`src/rtl/amu_pkg.sv`:
```
// Package: mode codes shared by the operand/effective-address resolver.
// Assumes a 4-bit mode field; codes above MODE_BASE are unused.
package amu_pkg;
    localparam int MODE_W = 4;
    localparam logic [MODE_W-1:0] MODE_IMPL = 4'h0;
    localparam logic [MODE_W-1:0] MODE_IMM  = 4'h1;
    localparam logic [MODE_W-1:0] MODE_REG  = 4'h2;
    localparam logic [MODE_W-1:0] MODE_RIND = 4'h3;
    localparam logic [MODE_W-1:0] MODE_AINC = 4'h4;
    localparam logic [MODE_W-1:0] MODE_ADEC = 4'h5;
    localparam logic [MODE_W-1:0] MODE_DIR  = 4'h6;
    localparam logic [MODE_W-1:0] MODE_IND  = 4'h7;
    localparam logic [MODE_W-1:0] MODE_REL  = 4'h8;
    localparam logic [MODE_W-1:0] MODE_IDX  = 4'h9;
    localparam logic [MODE_W-1:0] MODE_BASE = 4'hA;
endpackage

```
`src/rtl/amu_regfile.sv`:
```
// Module: small register file with one asynchronous read port and two write
// sources. The mode write-back has priority over the external write port.
// Assumes 2**K registers, all cleared by reset.
module amu_regfile #(
    parameter int W = 16,
    parameter int K = 3
) (
    input  logic         clk,
    input  logic         rst_n,
    input  logic [K-1:0] raddr,
    output logic [W-1:0] rdata,
    input  logic         wb_en,
    input  logic [K-1:0] wb_addr,
    input  logic [W-1:0] wb_data,
    input  logic         ext_we,
    input  logic [K-1:0] ext_addr,
    input  logic [W-1:0] ext_wdata
);
    localparam int N = 1 << K;

    logic [W-1:0] regs [N];

    for (genvar i = 0; i < N; i++) begin : g_reg
        // Purpose: update one register, write-back first, then external data.
        always_ff @(posedge clk) begin
            if (!rst_n)
                regs[i] <= '0;
            else if (wb_en && (wb_addr == K'(i)))
                regs[i] <= wb_data;
            else if (ext_we && (ext_addr == K'(i)))
                regs[i] <= ext_wdata;
        end
    end

    // Purpose: combinational read of the selected register.
    assign rdata = regs[raddr];


    wb_lands_chk: assert property (@(posedge clk) disable iff (!rst_n)
        wb_en |=> regs[$past(wb_addr)] == $past(wb_data));
endmodule

```
`src/rtl/amu_calc.sv`:
```
// Module: combinational mode decode. Forms the operand or effective address,
// the register write-back for the update modes, and the indirect-fetch flag.
// Assumes W > FW; the field is sign-extended only for relative mode.
module amu_calc
    import amu_pkg::*;
#(
    parameter int W  = 16,
    parameter int FW = 8
) (
    input  logic [MODE_W-1:0] mode,
    input  logic [FW-1:0]     field,
    input  logic [W-1:0]      reg_val,
    input  logic [W-1:0]      pc_next,
    input  logic [W-1:0]      xr,
    input  logic [W-1:0]      br,
    input  logic [W-1:0]      acc_tos,
    output logic              r_has_ea,
    output logic              r_has_opd,
    output logic [W-1:0]      r_ea,
    output logic [W-1:0]      r_opd,
    output logic              wb_req,
    output logic [W-1:0]      wb_val,
    output logic              go_ind,
    output logic [W-1:0]      ind_addr
);
    localparam int EXT = W - FW;

    logic [W-1:0] zext;
    logic [W-1:0] sext;

    assign zext     = {{EXT{1'b0}}, field};
    assign sext     = {{EXT{field[FW-1]}}, field};
    assign ind_addr = zext;

    // Purpose: select result kind and value for the presented mode.
    always_comb begin
        r_has_ea  = 1'b0;
        r_has_opd = 1'b0;
        r_ea      = '0;
        r_opd     = '0;
        wb_req    = 1'b0;
        wb_val    = '0;
        go_ind    = 1'b0;
        case (mode)
            MODE_IMPL: begin r_has_opd = 1'b1; r_opd = acc_tos; end
            MODE_IMM:  begin r_has_opd = 1'b1; r_opd = zext;    end
            MODE_REG:  begin r_has_opd = 1'b1; r_opd = reg_val; end
            MODE_RIND: begin r_has_ea  = 1'b1; r_ea  = reg_val; end
            MODE_AINC: begin
                r_has_ea = 1'b1;
                r_ea     = reg_val;
                wb_req   = 1'b1;
                wb_val   = reg_val + W'(1);
            end
            MODE_ADEC: begin
                r_has_ea = 1'b1;
                r_ea     = reg_val - W'(1);
                wb_req   = 1'b1;
                wb_val   = reg_val - W'(1);
            end
            MODE_DIR:  begin r_has_ea = 1'b1; r_ea = zext;           end
            MODE_IND:  begin go_ind   = 1'b1;                        end
            MODE_REL:  begin r_has_ea = 1'b1; r_ea = pc_next + sext; end
            MODE_IDX:  begin r_has_ea = 1'b1; r_ea = xr + zext;      end
            MODE_BASE: begin r_has_ea = 1'b1; r_ea = br + zext;      end
            default:   ;
        endcase
    end
endmodule

```
`src/rtl/amu_indirect.sv`:
```
// Module: memory-indirect fetch sequencer. Holds the request and its address
// from launch until a ready cycle, then reports completion for one cycle.
// Assumes the memory returns data in the same cycle it asserts ready.
module amu_indirect #(
    parameter int W = 16
) (
    input  logic         clk,
    input  logic         rst_n,
    input  logic         launch,
    input  logic [W-1:0] launch_addr,
    input  logic         mem_ready,
    output logic         mem_req,
    output logic [W-1:0] mem_addr,
    output logic         fin
);
    logic         waiting;
    logic [W-1:0] addr_q;

    // Purpose: track the outstanding fetch and latch its address.
    always_ff @(posedge clk) begin
        if (!rst_n) begin
            waiting <= 1'b0;
            addr_q  <= '0;
        end else if (waiting) begin
            if (mem_ready) waiting <= 1'b0;
        end else if (launch) begin
            waiting <= 1'b1;
            addr_q  <= launch_addr;
        end
    end

    assign mem_req  = waiting;
    assign mem_addr = addr_q;
    assign fin      = waiting && mem_ready;


    ind_hold_chk: assert property (@(posedge clk) disable iff (!rst_n)
        (mem_req && !mem_ready) |=> (mem_req && $stable(mem_addr)));
endmodule

```
`src/rtl/addr_mode_unit.sv`:
```
// Module: top of the operand/effective-address resolver. Accepts a request
// when idle, registers the result so done follows start by one cycle, and
// routes the indirect mode through the fetch sequencer.
// Assumes start is ignored while busy; the outputs hold between done pulses.
module addr_mode_unit
    import amu_pkg::*;
#(
    parameter int W  = 16,
    parameter int FW = 8,
    parameter int K  = 3
) (
    input  logic              clk,
    input  logic              rst_n,
    input  logic              start,
    input  logic [MODE_W-1:0] mode,
    input  logic [K-1:0]      reg_sel,
    input  logic [FW-1:0]     addr_field,
    input  logic [W-1:0]      pc_next,
    input  logic [W-1:0]      xr,
    input  logic [W-1:0]      br,
    input  logic [W-1:0]      acc_tos,
    input  logic              rf_we,
    input  logic [K-1:0]      rf_waddr,
    input  logic [W-1:0]      rf_wdata,
    output logic              mem_req,
    output logic [W-1:0]      mem_addr,
    input  logic [W-1:0]      mem_rdata,
    input  logic              mem_ready,
    output logic              busy,
    output logic              done,
    output logic              has_ea,
    output logic              has_opd,
    output logic [W-1:0]      ea,
    output logic [W-1:0]      operand
);
    logic         accept;
    logic [W-1:0] reg_val;
    logic         c_has_ea, c_has_opd, c_wb, c_ind;
    logic [W-1:0] c_ea, c_opd, c_wb_val, c_ind_addr;
    logic         ind_fin;

    assign busy   = mem_req;
    assign accept = start && !busy;

    amu_regfile #(.W(W), .K(K)) u_rf (
        .clk(clk), .rst_n(rst_n),
        .raddr(reg_sel), .rdata(reg_val),
        .wb_en(accept && c_wb), .wb_addr(reg_sel), .wb_data(c_wb_val),
        .ext_we(rf_we), .ext_addr(rf_waddr), .ext_wdata(rf_wdata)
    );

    amu_calc #(.W(W), .FW(FW)) u_calc (
        .mode(mode), .field(addr_field), .reg_val(reg_val),
        .pc_next(pc_next), .xr(xr), .br(br), .acc_tos(acc_tos),
        .r_has_ea(c_has_ea), .r_has_opd(c_has_opd),
        .r_ea(c_ea), .r_opd(c_opd),
        .wb_req(c_wb), .wb_val(c_wb_val),
        .go_ind(c_ind), .ind_addr(c_ind_addr)
    );

    amu_indirect #(.W(W)) u_ind (
        .clk(clk), .rst_n(rst_n),
        .launch(accept && c_ind), .launch_addr(c_ind_addr),
        .mem_ready(mem_ready),
        .mem_req(mem_req), .mem_addr(mem_addr), .fin(ind_fin)
    );

    // Purpose: register the result and produce the one-cycle done pulse.
    always_ff @(posedge clk) begin
        if (!rst_n) begin
            done    <= 1'b0;
            has_ea  <= 1'b0;
            has_opd <= 1'b0;
            ea      <= '0;
            operand <= '0;
        end else begin
            done <= 1'b0;
            if (ind_fin) begin
                done    <= 1'b1;
                has_ea  <= 1'b1;
                has_opd <= 1'b0;
                ea      <= mem_rdata;
            end else if (accept && !c_ind) begin
                done    <= 1'b1;
                has_ea  <= c_has_ea;
                has_opd <= c_has_opd;
                ea      <= c_ea;
                operand <= c_opd;
            end
        end
    end


    one_cycle_chk: assert property (@(posedge clk) disable iff (!rst_n)
        (start && !busy && mode != MODE_IND) |=> done);


    ind_result_chk: assert property (@(posedge clk) disable iff (!rst_n)
        (mem_req && mem_ready) |=> (done && has_ea && !mem_req));


    busy_quiet_chk: assert property (@(posedge clk) disable iff (!rst_n)
        busy |-> !done);


    flag_excl_chk: assert property (@(posedge clk) disable iff (!rst_n)
        done |-> !(has_ea && has_opd));
endmodule

```
`config.mk`:
```
export PLATFORM = sky130hd
export DESIGN_NAME = addr_mode_unit
export DESIGN_NICKNAME = d
export VERILOG_FILES = /design/src/rtl/amu_pkg.sv /design/src/rtl/amu_regfile.sv /design/src/rtl/amu_calc.sv /design/src/rtl/amu_indirect.sv /design/src/rtl/addr_mode_unit.sv
export SDC_FILE = /design/constraint.sdc
export NUM_CORES = 1
export LEC_CHECK = 0
export ABC_CLOCK_PERIOD_IN_PS = 9800
export BUFFER_PORTS_ARGS = -buffer_cell sky130_fd_sc_hd__buf_2
export CAP_MARGIN = 20
export CORE_MARGIN = 1.5
export CORE_UTILIZATION = 60
export CTS_BUF_LIST = sky130_fd_sc_hd__clkbuf_4 sky130_fd_sc_hd__clkbuf_8
export DETAILED_ROUTE_END_ITERATION = 6
export GPL_ROUTABILITY_DRIVEN = 0
export PLACE_DENSITY_LB_ADDON = 0.25
export SLEW_MARGIN = 30
export SYNTH_ARGS = -nofsm -noshare
export SYNTH_HDL_FRONTEND = slang
export SYNTH_HIERARCHICAL = 1
export SYNTH_SLANG_ARGS = --single-unit
```
`constraint.sdc`:
```
create_clock -name clk -period 9.8 [get_ports clk]
set_clock_uncertainty 0.2 [all_clocks]
set_input_delay 1.96 -clock clk [delete_from_list [all_inputs] [get_ports clk]]
set_output_delay 1.96 -clock clk [all_outputs]
set_load 0.01 [all_outputs]
```
# After elaboration in Yosys (flattened, before gate mapping)
# Memories as Yosys holds them, arrays and structs flattened.
# Cells that the tools add are included.
# word_totals
reg_bits	44
mem_bits_rw	128
n_memories	1
output_inout_bits	53
# op_classes
n_addsub	5
eq_ne	24
n_mux	89
bitwise	19
reduce_logical	34
# mem_list
name	words	width	read_ports	rd_ports_with_merged_regs	wr	line_no	rtl
u_rf.regs	8	16	1	0	8	amu_regfile.sv:21	logic [W-1:0] regs [N];
# op_table
operator	count
16-bit two-way mux	18
16-bit case mux with 6 select lines	1
1-bit two-way mux	68
16-bit case mux with 3 select lines	1
16-bit by 8-bit adder with 16-bit output	2
16-bit case mux with 2 select lines	1
3-bit == test, second input constant	8
1-bit logical AND	21
16-bit by 1-bit adder with 16-bit output, second input constant	1
16-bit adder	1
4-bit by 3-bit == test with 1-bit output, second input constant	4
1-bit OR	16
16-bit by 1-bit subtractor with 16-bit output, second input constant	1
3-bit by 2-bit == test with 1-bit output, second input constant	4
4-bit == test, second input constant	3
4-bit by 2-bit == test with 1-bit output, second input constant	2
7-bit OR reduction	1
3-bit by 1-bit == test with 1-bit output, second input constant	2
3-bit logical NOT	2
2-bit OR reduction	3
4-bit by 1-bit == test with 1-bit output, second input constant	1
4-bit logical NOT	1
2-bit AND reduction	2
1-bit NOT	3
other kinds (3)	4

# Logic depth before layout (Yosys ltp)
# Gate-level depths: netlist of run 1.
# depth
ltp_word	10
depth_mapped	18

# By module
# The synthesis of run 1 kept the hierarchy.
# modules_own_cells
mod	area_per_inst_um2	cells_per_inst	instances
amu_regfile	6682.7	456	1
amu_calc	3206.8	507	1
addr_mode_unit	1437.6	173	1
amu_indirect	701.9	75	1

# Worst setup path after synthesis of run 1
# Ideal clock, no wire load.
# synth_path
path_kind	input port to flip-flop
start	input port reg_sel[0]
end	memory u_rf.regs[4][10] (data pin)
path_slack_ns	4.331
stages	14
arrival_ns	5.116
path_cell_list	clkbuf_1 buf_2 mux4_2 mux2_2 inv_1 ha_1 nand3b_2 or4_4 nor3_2 a21oi_1 xor2_1 nor2_1 nand2_1 o22ai_1
# synth_lines
element	line_no	rtl
start, declared	addr_mode_unit.sv:16	input logic [K-1:0] reg_sel,
end, declared	amu_regfile.sv:21	

==> flow_summary.yaml, run 1 <==
floorplan:
  floorplan.core_area_sq_um: 19600
  die_height_um: 145
  io_pins: 172
  die_w_um: 145
  floorplan.die_area_sq_um: 20900
  effective_utilization_at_floorplan_pct: 61.4
  rows: 51
place:
  place.port_buffers: 171
  placement.setup.worst_slack_ns: 3.22
  dp_hpwl_um: 24300
sta:
  worst_slack_ns: 3.64
  period_share_pct: 62.9
  rel_slew_slack_pct: 26.9
  max_freq_mhz: 162
  slew_viol_final: 0
  setup_viol_count_final: 0
  max_slew.worst_pin.slew_ns: 1.09
  fin_hold_ws_ns: 0.249
  final_hold_vios: 0
  tns_ns: 0
  finalWorstPathRequiredPeriod_ns: 6.16
  rsz0062_at_grt: "false"
status:
  violations_in_the_final_reports: "DRC"
  run_status: "finished, violations left"
drt:
  1st_iter_drt_viols: 1140
  detailroute.via_count: 10500
  drt.antenna.violating_nets: 0
  drt-pass1-iter-count: 7
  vias_per_cell: 6.64
  aggregate_routed_wire_length_um: 36100
  detail_route.wl_per_cell_um: 22.8
  post-route-drc-count: 1
clock_tree:
  clock_buffer_depth: 2
  clk_pin_slew_ns: 0.10
  clock_tree_from_tritoncts: "done"
  root_buffer: "clkbuf_8"
  clock_insertion_delay_worst_skew_ns: 0.48
  cts_num_sinks: 180
  cts_hold_buf: 0
  htree_levels: 4
  cts_resized: 0
  cts_post_setup_buffers_inserted: 0
  tritoncts_buffer_count: 17
critical_path:
  worstPathArrival_ns: 6.29
  worstSetupPathType: "in2reg"
  critical_path_required_ns: 9.93
  regToRegSetupSlack_ns: 5.82
  cp-end-kind: "register"
  r2r-start: "u_rf/regs[7][0]$_DFFE_PP_"
  crit_path_max_fanout: 24
  crit_start: "reg_sel[0]"
  worst_setup_path_start_kind: "input port"
job:
  cap_violations: 0
logic_synthesis:
  synth_compound_gate_area_share_pct: 21.2
  synth_xor_xnor_area_share_pct: 2.62
  dominant_combinational_cell_family_by_area_after_synthesis: "compound AO/OA/AOI/OAI gates"
  netlist.area_leader.share_pct: 32.0
  synthMuxAreaShare_pct: 10.8
  synthDominantAreaCellType: "edfxtp_1"
  synth.avg_cell_area_sq_um: 9.93
  synth_top_flop_cell: "edfxtp_1"
  synth-edff-count: 128
  ys_ff_latch: 180
  synthTopCellsByArea: "edfxtp_1, dfxtp_1, nand2_1"
  synthesis.area_sq_um: 12000
  synthArstFlopShare_pct: 0
  synthesis.yosys.warnings: 6
  post_synth_inst_count: 1211
  yosys.cell_types.count: 94
  seq_area_frac_synth_pct: 40.6
  yosys.area_share.simple_pct: 15.6
  synth-adder-area-share_pct: 3.04
min_path:
  worstHoldStart: "ea[4]$_SDFFE_PN0P_"
  hold_path_class: "reg2reg"
global_route:
  pin_count_of_the_biggest_net_entering_global_routing: 84
  grt_overflow: 0
  grtUsageTotal_pct: 34.7
  first_pass_grt_wire_length_um: 53800
  first_global_vias: 9822
  antenna_violations_before_repair: 3
cells_and_area:
  fraction_of_final_layout_cells_with_drive_strength_greater_than_1_pct: 24.6
  postLayoutCoreUtil_pct: 67.5
  nets: 1451
  layout_common_cells: "nand2_1, buf_2, edfxtp_1"
  area.growth.synth_to_final_pct: 9.88
  layout_commonest_cell: "nand2_1"
pwr:
  irDropWorstVdd_mv: 0.119
  power_per_cell_area_nw_per_um2: 139
  p_leak_nw: 5.25
## Yosys cell counts (all sizes together) (9+ instances only)
| cell type | count |
|---|---|
| xnor2 | 14 |
| o22ai | 34 |
| o21ai | 42 |
| a21boi | 19 |
| clkbuf | 39 |
| a21oi | 74 |
| nand3 | 30 |
| a22o | 96 |
| a211oi | 9 |
| nor3 | 22 |
| and3 | 12 |
| a21o | 15 |
| nand2b | 14 |
| mux4 | 32 |
| nand2 | 198 |
| xor2 | 22 |
| mux2 | 17 |
| nor2b | 9 |
| dfxtp | 52 |
| ha | 26 |
| nor2 | 77 |
| edfxtp | 128 |
| a31oi | 9 |
| buf | 84 |
| mux2i | 39 |
## stage by stage
stage | std cells | total power, mW | instance area, sq um
floorplan | 1218 | 1.14 | 12100
global placement | 1544 | 1.24 | 12700
detailed placement | 1547 | 1.25 | 12700
CTS | 1579 | 1.82 | 13200
global route | 1584 | 1.90 | 13200
finish | 1585 | 1.84 | 13200
## where the power goes
group | switching [mW] | total [mW] | internal (mW)
clock | 0.295 | 0.588 | 0.293
sequential | 0.0131 | 0.865 | 0.852
combinational | 0.239 | 0.382 | 0.143
## cell families after synthesis
logic type | count (synthesis)
adders and majority gates | 28
and+or+nand+nor | 399
DFF | 180
other | 1
xor gates and xnor gates | 36
buffers and inverters | 131
AOI/OAI and AO/OA | 348
muxes | 88
## metal layers
layer  GRT usage [%]  vias up  wire length [um]
met5               0        -                 0
met4            18.1        0              1390
met3            6.42      119              3560
met2            57.6      692             17400
met1            43.2     4990             13800
li1                -     4719                 -
## layout make-up
type / instances / area (sq um)
flip-flops and latches: 180 / 4880
repair buffers: 190 / 1020
multi-input cells: 907 / 6500
well taps: 265 / 332
fillers: 1613 / 6370
clock inverters: 12 / 191
inverters: 8 / 30.0
clock buffers: 20 / 256
diodes: 3 / 7.51
## path summary, 6_finish.rpt
check	to	cells after the start
max	u_rf/regs[4][13]$_SDFFCE_PN0P_	12
min	ea[4]$_SDFFE_PN0P_	2
max reg2reg	u_rf/regs[4][13]$_SDFFCE_PN0P_	10
min reg2reg	ea[4]$_SDFFE_PN0P_	2
## critical path, stage by stage
cell      delay, ns
buf_2          0.55
buf_4          0.49
mux4_2         0.57
mux2_2         0.41
nor2_1         0.27
nand2_1        0.17
nor2_1         0.39
a31oi_1        0.21
o21ai_0        0.13
a21boi_0       0.74
nand2_1        0.17
o22ai_1        0.20
## state kept, by name (all words and copies together), names as in the netlist
name,cells
u_ind/mem_addr,16
u_rf/regs,128
done,1
has_opd,1
ea,16
operand,16
u_ind/mem_req,1
has_ea,1
No activity file was read; power rests on OpenSTA's default activity.
==> run 2: changes to the inputs <==
--- a/config.mk
+++ b/config.mk
@@ -5,7 +5,8 @@
 export SDC_FILE = /design/constraint.sdc
 export NUM_CORES = 1
 export LEC_CHECK = 0
-export ABC_CLOCK_PERIOD_IN_PS = 9800
+export ABC_AREA = 1
+export ABC_CLOCK_PERIOD_IN_PS = 5800
 export BUFFER_PORTS_ARGS = -buffer_cell sky130_fd_sc_hd__buf_2
 export CAP_MARGIN = 20
 export CORE_MARGIN = 1.5
==> constraint.sdc (replaced) <==
create_clock -name clk -period 5.8 [get_ports clk]
set_clock_uncertainty 0.2 [all_clocks]
set_input_delay 1.16 -clock clk [delete_from_list [all_inputs] [get_ports clk]]
set_output_delay 1.16 -clock clk [all_outputs]
set_load 0.01 [all_outputs]
==> run 2 against run 1 <==
  * The flow still finishes with violations (DRC)
  * First-iteration DRC count is 72% higher
  * Register-to-register slack lost 3.7 ns
  * Die area up 4.7%
  * Highest routed layer unchanged
==> flow_summary.yaml, run 2 <==
status:
  run_status: "finished, violations left"
  violations_in_the_final_reports: "DRC"
global_route:
  gr-max-usage-layer: "met1"
  grtUsageMet3_pct: 8.73
  antenna_violations_before_repair: 0
  pin_count_of_the_biggest_net_entering_global_routing: 76
  grtUsageTotal_pct: 36.0
  first_global_vias: 11400
  first_pass_grt_wire_length_um: 60800
  grt_overflow: 0
  use_met1_pct: 52.4
  grt_util_met2_pct: 52.1
clock_tree:
  tritoncts_buffer_count: 17
  cts_resized: 0
  clock_tree_from_tritoncts: "done"
  root_buffer: "clkbuf_8"
  cts_num_sinks: 180
  clk_pin_slew_ns: 0.10
  clock_buffer_depth: 2
  htree_levels: 4
  cts_post_setup_buffers_inserted: 0
  clock_insertion_delay_worst_skew_ns: 0.49
  cts_hold_buf: 0
sta:
  final_hold_vios: 0
  rsz0062_at_grt: "false"
  max_freq_mhz: 228
  tns_ns: 0
  slew_viol_final: 0
  period_share_pct: 75.6
  setup_viol_count_final: 0
  rel_slew_slack_pct: 30.8
  finalWorstPathRequiredPeriod_ns: 4.38
  max_slew.worst_pin.slew_ns: 1.03
logic_synthesis:
  synth_top_flop_cell: "edfxtp_1"
  ys_ff_latch: 180
  synth.avg_cell_area_sq_um: 6.92
  netlist.area_leader.share_pct: 30.5
  synth-edff-count: 128
  seq_area_frac_synth_pct: 38.8
  yosys.cell_types.count: 49
  synthTopCellsByArea: "edfxtp_1, nand2_1, nor2_1"
  synthesis.area_sq_um: 12600
  post-synth-top-count-cell: "nand2_1"
  synthDominantAreaCellType: "edfxtp_1"
  synthArstFlopShare_pct: 0
  post_synth_inst_count: 1820
  synthesis.yosys.warnings: 6
  ys_top_cells_by_count: "nand2_1, nor2_1, inv_1"
critical_path:
  crit_path_max_fanout: 21
  critical_path_required_ns: 5.95
  worstPathArrival_ns: 4.54
  worst_setup_path_start_kind: "input port"
  regToRegSetupSlack_ns: 2.08
  worstSetupPathType: "in2reg"
  reg2reg_depth: 8
  cp-end-kind: "register"
floorplan:
  floorplan.core_area_sq_um: 20400
  die_height_um: 148
  io_pins: 172
  effective_utilization_at_floorplan_pct: 61.7
  die_w_um: 148
  rows: 52
  floorplan.die_area_sq_um: 21900
cells_and_area:
  layout_common_cells: "nand2_1, nor2_1, inv_1"
  layout_commonest_cell: "nand2_1"
  flip_flop_count_of_the_largest_register_all_copies_and_words_added: 128
  area.growth.synth_to_final_pct: 9.83
  fin_area_sq_um: 13800
  largest_register: "u_rf/regs"
  nets: 2093
  fraction_of_final_layout_cells_with_drive_strength_greater_than_1_pct: 14.4
pwr:
  seq_power_share_pct: 49.6
  combPwrFrac_pct: 22.2
  clkPwrFrac_pct: 28.2
  power_per_cell_area_nw_per_um2: 214
  p_leak_nw: 6.29
  irDropWorstVdd_mv: 0.144
  netSwitchingFraction_pct: 33.6
  total_switching_power_mw: 0.996
  p_int_mw: 1.97
drt:
  1st_iter_drt_viols: 1957
  aggregate_routed_wire_length_um: 40200
  drt.antenna.violating_nets: 0
  drt-pass1-iter-count: 7
  detailroute.via_count: 13300
  detail_route.wl_per_cell_um: 18.0
  post-route-drc-count: 8
  vias_per_cell: 5.96
min_path:
  hold_path_class: "reg2reg"
  worst_hold_path_stage_count: 2
job:
  cap_violations: 0
place:
  placed_cell_area_sq_um: 13500
  place.port_buffers: 171
  dp_hpwl_um: 27900
[run 2: layout make-up]
type / count / area [sq um]
Clock buffer: 18 / 241
Tap cell: 270 / 338
Multi-Input combinational cell: 1360 / 6470
Antenna cell: 1 / 2.50
Timing Repair Buffer: 198 / 1060
Inverter: 189 / 711
Fill cell: 1838 / 6590
Clock inverter: 14 / 130
Sequential cell: 180 / 4880
[run 2: worst paths after layout]
path | endpoint | start
max | u_rf/regs[4][14]$_SDFFCE_PN0P_ | reg_sel[1]
min | has_opd$_SDFFE_PP0P_ | has_opd$_SDFFE_PP0P_
max reg2reg | u_rf/regs[5][2]$_DFFE_PP_ | u_ind/mem_req$_SDFF_PN0_
min reg2reg | has_opd$_SDFFE_PP0P_ | has_opd$_SDFFE_PP0P_
[run 2: cell families after synthesis]
group	after synthesis	share of synthesized area [%]
and+or+nand+nor	985	33.3
AOI/OAI and AO/OA	332	14.4
DFF	180	38.8
buffers and inverters	287	10.1
adders and majority gates	28	2.90
xor gates and xnor gates	7	0.487
other	1	0.0298
[run 2: critical path: stages]
cell	delay, ns
buf_2	0.37
inv_1	0.12
buf_4	0.26
nor2_1	0.12
o21ai_0	0.08
nand2_1	0.09
nand2_1	0.07
nand2_1	0.21
ha_1	0.20
nand2_1	0.07
inv_1	0.10
nand3_1	0.13
nor2_1	0.16
nand2_1	0.10
nor2_1	0.23
nand3_1	0.15
o21ai_0	0.22
o211ai_1	0.12
nand2_1	0.18
inv_1	0.10
o21ai_1	0.14
nand2_1	0.09
inv_1	0.06
[run 2: through the flow]
step | power (mW) | hold WS, ns | util, % | instances | worst slack [ns]
after floorplan | 1.92 | 0.284 | - | 1827 | 1.87
after global placement | 2.12 | 0.253 | 65.9 | 2197 | 1.23
after detailed placement | 2.13 | 0.261 | 65.9 | 2197 | 1.09
after CTS | 2.95 | 0.275 | 67.7 | 2229 | 1.58
after global routing | 3.09 | 0.309 | 67.7 | 2229 | 1.11
final | 2.97 | 0.269 | 67.7 | 2230 | 1.42
[run 2: power by group through the flow]
stage / Combinational, mW / Clock [mW] / Sequential, mW
after floorplan: 0.418 / 0 / 1.50
final: 0.658 / 0.837 / 1.47
after detailed placement: 0.632 / 0 / 1.50
after global placement: 0.619 / 0 / 1.50
after CTS: 0.635 / 0.844 / 1.47
after global routing: 0.722 / 0.886 / 1.48
[run 2: metal layers]
metal | wire length, um | share of wire, % | vias to the layer above
li1 | - | - | 6253
met1 | 15900 | 40 | 5910
met2 | 16900 | 42 | 999
met3 | 6010 | 15 | 130
met4 | 1330 | 3.3 | 0
met5 | 0 | 0 | -
